<file path="config.mk">
export PLATFORM = sky130hd
export DESIGN_NAME = rx_pause_ctrl
export DESIGN_NICKNAME = d
export VERILOG_FILES = /design/src/rtl/rx_pause_pkg.sv /design/src/rtl/rx_pause_regs.sv /design/src/rtl/rx_pause_pair.sv /design/src/rtl/rx_pause_ctrl.sv
export SDC_FILE = /design/constraint.sdc
export NUM_CORES = 1
export LEC_CHECK = 0
export ABC_AREA = 1
export BUFFER_PORTS_ARGS = -buffer_cell sky130_fd_sc_hd__buf_2
export CORE_MARGIN = 2
export CORE_UTILIZATION = 55
export DETAILED_ROUTE_END_ITERATION = 8
export GPL_TIMING_DRIVEN = 0
export PLACE_DENSITY = 0.72
export SLEW_MARGIN = 20
export SYNTH_ARGS = -nofsm -noshare
export SYNTH_HDL_FRONTEND = slang
export SYNTH_SLANG_ARGS = --single-unit
</file>
<file path="constraint.sdc">
create_clock -name clk -period 7.3 [get_ports clk]
set_clock_uncertainty 0.2 [all_clocks]
set_input_delay 1.095 -clock clk [delete_from_list [all_inputs] [get_ports clk]]
set_output_delay 1.095 -clock clk [all_outputs]
set_load 0.05 [all_outputs]
</file>
<file path="src/rtl/rx_pause_pkg.sv">
package rx_pause_pkg;
    localparam int unsigned REG_CFG_ADDR    = 0;
    localparam int unsigned PAIR_BASE_ADDR  = 4;
    localparam int unsigned PAIR_STRIDE     = 12;
    localparam int unsigned OFS_LOW         = 0;
    localparam int unsigned OFS_HIGH        = 4;
    localparam int unsigned OFS_ALLOC       = 8;
    localparam int unsigned FORCE_BIT       = 31;

    function automatic int unsigned pair_reg_addr(input int unsigned pair, input int unsigned ofs);
        return PAIR_BASE_ADDR + PAIR_STRIDE * pair + ofs;
    endfunction
endpackage

</file>
<file path="src/rtl/rx_pause_regs.sv">
module rx_pause_regs
    import rx_pause_pkg::*;
#(
    parameter int unsigned NUM_PAIRS = 4,
    parameter int unsigned CREDIT_W  = 8,
    parameter int unsigned ADDR_W    = 8
) (
    input  logic                               clk,
    input  logic                               rst_n,
    input  logic                               reg_wr,
    input  logic [ADDR_W-1:0]                  reg_addr,
    input  logic [NUM_PAIRS:0]                 cfg_wdata,
    input  logic [NUM_PAIRS-1:0][CREDIT_W-1:0] low_rd,
    input  logic [NUM_PAIRS-1:0][CREDIT_W-1:0] high_rd,
    input  logic [NUM_PAIRS-1:0][CREDIT_W-1:0] credit_rd,
    input  logic [NUM_PAIRS-1:0]               force_rd,
    output logic [NUM_PAIRS:0]                 cfg_q,
    output logic [NUM_PAIRS-1:0]               wr_low,
    output logic [NUM_PAIRS-1:0]               wr_high,
    output logic [NUM_PAIRS-1:0]               wr_alloc,
    output logic [31:0]                        reg_rdata
);
    localparam int unsigned CFG_W = NUM_PAIRS + 1;

    logic [NUM_PAIRS-1:0] hit_low, hit_high, hit_alloc;
    logic                 hit_cfg;
    logic [CFG_W-1:0]     cfg_d;

    assign hit_cfg = (reg_addr == ADDR_W'(REG_CFG_ADDR));

    for (genvar p = 0; p < NUM_PAIRS; p++) begin : g_decode
        assign hit_low[p]   = (reg_addr == ADDR_W'(pair_reg_addr(p, OFS_LOW)));
        assign hit_high[p]  = (reg_addr == ADDR_W'(pair_reg_addr(p, OFS_HIGH)));
        assign hit_alloc[p] = (reg_addr == ADDR_W'(pair_reg_addr(p, OFS_ALLOC)));
        assign wr_low[p]    = reg_wr && hit_low[p];
        assign wr_high[p]   = reg_wr && hit_high[p];
        assign wr_alloc[p]  = reg_wr && hit_alloc[p];
    end

    always_comb begin
        cfg_d = cfg_q;
        if (reg_wr && hit_cfg) begin
            cfg_d = cfg_wdata;
        end
    end

    always_ff @(posedge clk or negedge rst_n) begin
        if (!rst_n) begin
            cfg_q <= '0;
        end else begin
            cfg_q <= cfg_d;
        end
    end

    always_comb begin
        reg_rdata = '0;
        if (hit_cfg) begin
            reg_rdata[CFG_W-1:0] = cfg_q;
        end
        for (int p = 0; p < NUM_PAIRS; p++) begin
            if (hit_low[p]) begin
                reg_rdata[CREDIT_W-1:0] = low_rd[p];
            end
            if (hit_high[p]) begin
                reg_rdata[CREDIT_W-1:0] = high_rd[p];
            end
            if (hit_alloc[p]) begin
                reg_rdata[CREDIT_W-1:0] = credit_rd[p];
                reg_rdata[FORCE_BIT]    = force_rd[p];
            end
        end
    end
endmodule

</file>
<file path="src/rtl/rx_pause_pair.sv">
module rx_pause_pair #(
    parameter int unsigned CREDIT_W = 8
) (
    input  logic                clk,
    input  logic                rst_n,
    input  logic                wr_low,
    input  logic                wr_high,
    input  logic                wr_alloc,
    input  logic [31:0]         wdata,
    input  logic                buf_used,
    output logic [CREDIT_W-1:0] low_q,
    output logic [CREDIT_W-1:0] high_q,
    output logic [CREDIT_W-1:0] credit_q,
    output logic                force_q,
    output logic                paused_q
);
    localparam logic [31:0] CREDIT_MAX = 32'((64'd1 << CREDIT_W) - 64'd1);

    typedef struct packed {
        logic [CREDIT_W-1:0] low;
        logic [CREDIT_W-1:0] high;
        logic [CREDIT_W-1:0] credit;
        logic                force_on;
        logic                paused;
    } ctx_t;

    ctx_t ctx_d, ctx_q;
    logic [31:0] sum;

    always_comb begin
        ctx_d = ctx_q;
        sum   = {{(32-CREDIT_W){1'b0}}, ctx_q.credit};
        if (wr_low) begin
            ctx_d.low = wdata[CREDIT_W-1:0];
        end
        if (wr_high) begin
            ctx_d.high = wdata[CREDIT_W-1:0];
        end
        if (wr_alloc) begin
            ctx_d.force_on = wdata[31];
            if (!wdata[31]) begin
                sum = sum + {1'b0, wdata[30:0]};
            end
        end
        if (buf_used && sum != 32'd0) begin
            sum = sum - 32'd1;
        end
        if (sum > CREDIT_MAX) begin
            sum = CREDIT_MAX;
        end
        if (ctx_d.force_on) begin
            ctx_d.credit = '0;
            ctx_d.paused = 1'b1;
        end else begin
            ctx_d.credit = sum[CREDIT_W-1:0];
            if (ctx_d.credit < ctx_d.low) begin
                ctx_d.paused = 1'b1;
            end else if (ctx_d.credit >= ctx_d.high) begin
                ctx_d.paused = 1'b0;
            end
        end
    end

    always_ff @(posedge clk or negedge rst_n) begin
        if (!rst_n) begin
            ctx_q <= '0;
        end else begin
            ctx_q <= ctx_d;
        end
    end

    assign low_q    = ctx_q.low;
    assign high_q   = ctx_q.high;
    assign credit_q = ctx_q.credit;
    assign force_q  = ctx_q.force_on;
    assign paused_q = ctx_q.paused;

    p_force_empty_r7: assert property (@(posedge clk) disable iff (!rst_n)
        ctx_q.force_on |-> (ctx_q.credit == '0 && ctx_q.paused));

    p_used_decrements_r4: assert property (@(posedge clk) disable iff (!rst_n)
        (!wr_alloc && buf_used && !ctx_q.force_on && ctx_q.credit != '0)
        |=> (32'(ctx_q.credit) + 32'd1 == 32'($past(ctx_q.credit))));

    p_floor_zero_r4: assert property (@(posedge clk) disable iff (!rst_n)
        (!wr_alloc && buf_used && ctx_q.credit == '0) |=> (ctx_q.credit == '0));

    p_set_below_low_r5: assert property (@(posedge clk) disable iff (!rst_n)
        $rose(ctx_q.paused) |-> (ctx_q.force_on || ctx_q.credit < ctx_q.low));

    p_clear_at_high_r6: assert property (@(posedge clk) disable iff (!rst_n)
        $fell(ctx_q.paused) |-> (ctx_q.credit >= ctx_q.high && ctx_q.credit >= ctx_q.low));
endmodule

</file>
<file path="src/rtl/rx_pause_ctrl.sv">
module rx_pause_ctrl
    import rx_pause_pkg::*;
#(
    parameter int unsigned NUM_PAIRS = 4,
    parameter int unsigned CREDIT_W  = 8,
    parameter int unsigned ADDR_W    = 8
) (
    input  logic                 clk,
    input  logic                 rst_n,
    input  logic                 reg_wr,
    input  logic [ADDR_W-1:0]    reg_addr,
    input  logic [31:0]          reg_wdata,
    output logic [31:0]          reg_rdata,
    input  logic [NUM_PAIRS-1:0] buf_used,
    output logic [NUM_PAIRS-1:0] pause
);
    logic [NUM_PAIRS:0]                 cfg_q;
    logic [NUM_PAIRS-1:0]               wr_low, wr_high, wr_alloc;
    logic [NUM_PAIRS-1:0][CREDIT_W-1:0] low_rd, high_rd, credit_rd;
    logic [NUM_PAIRS-1:0]               force_rd, paused;

    rx_pause_regs #(
        .NUM_PAIRS (NUM_PAIRS),
        .CREDIT_W  (CREDIT_W),
        .ADDR_W    (ADDR_W)
    ) regs_i (
        .clk       (clk),
        .rst_n     (rst_n),
        .reg_wr    (reg_wr),
        .reg_addr  (reg_addr),
        .cfg_wdata (reg_wdata[NUM_PAIRS:0]),
        .low_rd    (low_rd),
        .high_rd   (high_rd),
        .credit_rd (credit_rd),
        .force_rd  (force_rd),
        .cfg_q     (cfg_q),
        .wr_low    (wr_low),
        .wr_high   (wr_high),
        .wr_alloc  (wr_alloc),
        .reg_rdata (reg_rdata)
    );

    for (genvar p = 0; p < NUM_PAIRS; p++) begin : g_pair
        rx_pause_pair #(
            .CREDIT_W (CREDIT_W)
        ) pair_i (
            .clk      (clk),
            .rst_n    (rst_n),
            .wr_low   (wr_low[p]),
            .wr_high  (wr_high[p]),
            .wr_alloc (wr_alloc[p]),
            .wdata    (reg_wdata),
            .buf_used (buf_used[p]),
            .low_q    (low_rd[p]),
            .high_q   (high_rd[p]),
            .credit_q (credit_rd[p]),
            .force_q  (force_rd[p]),
            .paused_q (paused[p])
        );

        assign pause[p] = paused[p] && cfg_q[0] && cfg_q[p+1];
    end
endmodule

</file>
# == Yosys cells after proc, flatten, opt, wreduce, memory -nomap -nowiden ==
# Index checks and enable logic that the tools add are counted.
# totals
latch_bits,0
romBits,0
mem_bits_rw,0
word_cells,148
ff_bits,109
mem_count,0
in_bits,47
# classes
n_eq_ne,12
mux,61
n_div,0
n_mul,0
n_addsub,8
order_cmp,12
n_reduce_logical,34
shifts,0
bitwise_logic,0
# ops
operator,count
$mux W32,12
$mux W8,28
$add A8 B31 Y32,4
$gt A32 B8 Y1 const B,4
$reduce_bool A32 Y1,4
$sub A32 B1 Y32 const B,4
$eq A8 B6 Y1 const B,5
$eq A8 B5 Y1 const B,4
$ge A8 B8 Y1,4
$lt A8 B8 Y1,4
$logic_and A1 B1 Y1,25
$mux W1,20
$eq A8 B4 Y1 const B,2
$reduce_bool A3 Y1,4
$eq A8 B3 Y1 const B,1
$logic_not A8 Y1,1
$mux W5,1

# == Logic depth before layout (Yosys ltp) ==
# logic_depth
ltp_word,14
ltp_mapped,43
ltp_nobuf,42

# == Cells and area by module ==
# Synthesis repeated with hierarchy kept, for this count alone.
# hier_totals
cells_unflattened,3660
hier_area_um2,20171.8
# modules_own_cells
module,cells_per_inst,n_inst,area_each_um2
rx_pause_pair at g_pair[1].pair_i ...,830,2,4571.9
rx_pause_pair at g_pair[3].pair_i,862,1,4743.3
rx_pause_pair at g_pair[0].pair_i,833,1,4629.4
rx_pause_regs,293,1,1610.3
rx_pause_ctrl,12,1,45.0

# == Worst setup path after synthesis ==
# OpenSTA, ideal clock, no wires.
# synth_path
path_type,input -> register
startpoint,input reg_wdata[0]
endpoint,"register g_pair[2].pair_i.ctx_q, in the netlist g_pair[2].pair_i.paused_q"
required_time_ns,7.035
stages,36
n_path_buf,1
t_arrival_ns,5.150
path_slack_ns,1.885
path_cell_list,ha_1 > inv_1 > fa_1 > inv_1 > nand3_1 > nand2_1 > nand2_1 > nand2_1 > nand2_1 > nand3_1 > nand2_1 > nor2_1 > nand2_1 > nor2_2 > nand3_2 > nand2_4 > inv_4 > buf_6 > nand2_1 > nand2_1 > nor3_1 > nand3_1 > nor2_4 > nand2_1 > ha_1 > a21boi_0 > o21a_1 > o21ai_0 > nand2_1 > a21oi_1 > o21bai_1 > nand3_1 > nand3_1 > o21ai_0 > inv_1 > nand2_1
# synth_between
elab_chain_len,11
# synth_rtl
item,line_no,source
from (decl),rx_pause_ctrl.sv:12,"input logic [31:0] reg_wdata,"
"parallel branches: the longest is 11 deep, another holds $add A8 B31 Y32",--,
to (signal assigned),rx_pause_pair.sv:68,ctx_q <= ctx_d;
to (decl),rx_pause_pair.sv:27,"ctx_t ctx_d, ctx_q;"
# Parallel ways; which one is timed is not known.
# A chain may end at the register's enable or synchronous reset.

# == Worst setup path after layout ==
# layout_path
startpoint,input reg_wdata[1]
endpoint,"register g_pair[0].pair_i.ctx_q, in the netlist g_pair[0].pair_i.paused_q"
# layout_between
elab_chain_len,11
# layout_rtl
item,line_no
"parallel branches: the longest is 11 deep, another holds $add A8 B31 Y32",--
to (signal assigned),rx_pause_pair.sv:68
to (decl),rx_pause_pair.sv:27
# Parallel ways; which one is timed is not known.

==> load_flow_metrics.sql <==
INSERT INTO impl_metrics (metric_group, metric, value, unit) VALUES
('outcome', 'outcome', 'completed', ''),
('power', 'p_int', '0.00135', 'W'),
('logic_synthesis', 'ys_seq_elements', '109', ''),
('logic_synthesis', 'synth_top_cell_by_area', 'sky130_fd_sc_hd__nand2_1', ''),
('placed_design', 'dp_slack', '-0.172', 'ns'),
('cts', 'cts_sink_cnt', '109', ''),
('timing', 'fin_crit', '7.05', 'ns'),
('grt', 'first_global_vias', '22376', ''),
('logic_synthesis', 'netlist-cell-type-count', '56', ''),
('detailed_routing', 'highest-signal-layer', 'met5', ''),
('detailed_routing', 'dr_wl_met3', '11100', 'um'),
('detailed_routing', 'drt-pass1-iter-count', '8', ''),
('hold_path', 'worstHoldPathType', 'reg -> reg', ''),
('cells_and_area', 'postLayoutCoreUtil', '59.3', '%'),
('logic_synthesis', 'synth_area_per_cell', '5.54', 'um^2'),
('placed_design', 'place.detailed.hpwl', '69000', 'um'),
('worst_setup_path', 'timing.critical_path.arrival', '7.14', 'ns'),
('logic_synthesis', 'synthDominantCellAreaShare', '23.4', '%'),
('grt', 'grt_antenna_before_repair', '1', ''),
('grt', 'grt_max_degree', '79', ''),
('worst_setup_path', 'critical_path.max_stage_delay', '0.46', 'ns'),
('detailed_routing', 'drt_iter0_markers', '3498', ''),
('timing', 'final_setup_tns', '0', 'ns'),
('worst_setup_path', 'critical_path.most_common_cell', 'sky130_fd_sc_hd__nand2_1', ''),
('cells_and_area', 'finish.net_count', '3692', ''),
('logic_synthesis', 'synth.yosys.warnings', '0', ''),
('detailed_routing', 'routed_wl', '85700', 'um'),
('power', 'switching_share', '49.2', '%'),
('logic_synthesis', 'synthesis.area', '19200', 'um^2'),
('detailed_routing', 'avgViaCountPerCell', '6.11', ''),
('power', 'power.density', '130', 'nW/um^2'),
('timing', 'setup_violations', '0', ''),
('cts', 'cts_max_path_buffers', '2', ''),
('cts', 'cts_inserted_buffers', '9', ''),
('cells_and_area', 'layout.cell_area.non_filler', '20400', 'um^2'),
('power', 'fin_total_pwr', '0.00265', 'W'),
('logic_synthesis', 'synth.top_cells.by_area', 'sky130_fd_sc_hd__nand2_1 (23%), sky130_fd_sc_hd__dfrtp_1 (14%), sky130_fd_sc_hd__nand3_1 (11%)', ''),
('worst_setup_path', 'critPathSlowestCell', 'sky130_fd_sc_hd__fa_1', ''),
('logic_synthesis', 'synth_edf_count', '0', ''),
('power', 'share_clk_of_total_power', '18.1', '%'),
('cells_and_area', 'syn2layout_area_growth', '6.52', '%'),
('die', 'initial_core_util', '55.7', '%'),
('power', 'seq_power_share', '25.4', '%'),
('die', 'die-height', '191', 'um'),
('grt', 'groute.usage.overall', '45.9', '%'),
('grt', 'grt_overflow', '0', ''),
('worst_setup_path', 'crit_path_start_kind', 'input port', ''),
('timing', 'final-hold-violation-count', '0', ''),
('timing', 'slew_headroom', '24.1', '%'),
('timing', 'period_share', '96.5', '%'),
('logic_synthesis', 'synth-async-reset-ratio', '100', '%'),
('logic_synthesis', 'synth.yosys.seq_area_share', '14.2', '%'),
('logic_synthesis', 'top_post_synthesis_cells_by_count', 'sky130_fd_sc_hd__nand2_1 (1198), sky130_fd_sc_hd__inv_1 (492), sky130_fd_sc_hd__nand3_1 (426)', ''),
('detailed_routing', 'remaining_drc_errors', '0', ''),
('cts', 'clk_pin_slew_worst_paths', '0.07', 'ns'),
('die', 'core_area', '34500', 'um^2'),
('power', 'max-vdd-ir-drop', '0.193', 'mV'),
('timing', 'final_max_slew_viol_count', '0', ''),
('cts', 'cts_htree_levels', '3', ''),
('worst_setup_path', 'timing.critical_path.to_type', 'flip-flop', ''),
('power', 'p_leak', '12.0', 'nW'),
('timing', 'finalWorstSetupSlack', '0.254', 'ns'),
('worst_setup_path', 'crit_path_max_fanout', '13', ''),
('cells_and_area', 'post_route_cells_drive_above_1_share', '9.84', '%'),
('detailed_routing', 'vias_after_detailed_routing', '24455', ''),
('run', 'maxCapViolations', '0', ''),
('detailed_routing', 'wire_per_inst', '21.4', 'um'),
('logic_synthesis', 'synth_top_flop_cell', 'sky130_fd_sc_hd__dfrtp_1', ''),
('die', 'die-width', '191', 'um'),
('detailed_routing', 'm1WireLength', '31900', 'um'),
('timing', 'worst_slew_pin_slew', '1.13', 'ns');
## layout by cell type, fill, tap and decap left out, types with 41 or more instances in the layout
| cell type | instances |
|---|---|
| sky130_fd_sc_hd__nand2_1 | 1198 |
| sky130_fd_sc_hd__inv_1 | 491 |
| sky130_fd_sc_hd__nand3_1 | 424 |
| sky130_fd_sc_hd__nor2_1 | 308 |
| sky130_fd_sc_hd__nand4_1 | 166 |
| sky130_fd_sc_hd__dfrtp_1 | 109 |
| sky130_fd_sc_hd__o21ai_0 | 105 |
| sky130_fd_sc_hd__ha_1 | 99 |
| sky130_fd_sc_hd__buf_2 | 66 |
| sky130_fd_sc_hd__a21oi_1 | 57 |
| sky130_fd_sc_hd__buf_4 | 55 |
| sky130_fd_sc_hd__xor2_1 | 43 |
| sky130_fd_sc_hd__nand2_2 | 41 |
## area by class of cell
| cell class | count | area (um^2) |
|---|---|---|
| multi-input cells | 2726 | 13800 |
| fillers | 3470 | 14000 |
| repair buffers | 46 | 274 |
| flip-flops and latches | 109 | 2730 |
| inverters | 529 | 2000 |
| clock buffers | 11 | 253 |
| plain buffers | 120 | 762 |
| clock inverters | 5 | 33.8 |
| well taps | 455 | 569 |
## power groups by stage
stage               sequential, W  combinational, W  clock [W]
floorplan                0.000668           0.00104          0
global placement         0.000681           0.00137          0
detailed placement       0.000683           0.00142          0
CTS                      0.000671           0.00143   0.000479
global route             0.000675           0.00165   0.000501
finish                   0.000673           0.00150   0.000479
## state kept, by name (all words and copies together) (netlist names)
register,flops
g_pair.pair_i.credit_q,32
g_pair.pair_i.high_q,32
g_pair.pair_i.low_q,32
regs_i.cfg_q,5
g_pair.pair_i.force_q,4
g_pair.pair_i.paused_q,4
## critical path: cells and delay by family
family                     cells  cell delay, ns
buffers and inverters          4            0.77
AOI/OAI and AO/OA              7            1.02
and+or+nand+nor               20            3.43
adders and majority gates      2            0.76
## cell families after synthesis
group           Yosys count  share of synthesized area, %
flops                   109                          14.2
fa+ha+maj               104                          6.94
xor+xnor                 59                          2.69
compound gates          238                          7.25
simple gates           2302                          54.5
other cells               1                        0.0196
buf+inv                 649                          14.4
## routing by layer
layer | global-route usage (%) | vias to the layer above
li1 | - | 11199
met2 | 70.5 | 1773
met5 | 0 | -
met3 | 12.0 | 459
met1 | 56.4 | 11022
met4 | 30.7 | 2
## worst paths after layout
kind,startpoint,end,slack [ns],cells after the start
min in group asynchronous,rst_n,g_pair[2].pair_i.low_q[6],0.42,1
hold reg to reg,regs_i.cfg_q[0],regs_i.cfg_q[0],0.31,2
setup / recovery,reg_wdata[1],g_pair[0].pair_i.paused_q,0.25,33
hold / removal,regs_i.cfg_q[0],regs_i.cfg_q[0],0.31,2
setup reg to reg,g_pair[1].pair_i.credit_q[0],g_pair[1].pair_i.paused_q,1.10,36
max in group asynchronous,rst_n,g_pair[3].pair_i.credit_q[5],5.76,2
## what timing repair did
action	4_1_cts	5_1_grt
resized for setup	0	11
buffers inserted	0	3
setup endpoints to repair	0	2
endpoints found under the hold margin	0	0
## metrics by stage
stage          std cells  hold slack [ns]
2_1_floorplan       3484            0.253
3_3_place_gp        3980            0.268
3_5_place_dp        3982            0.286
4_1_cts             3998            0.306
5_1_grt             4001            0.349
6_report            4001            0.307
No activity file was read; power rests on OpenSTA's default activity.
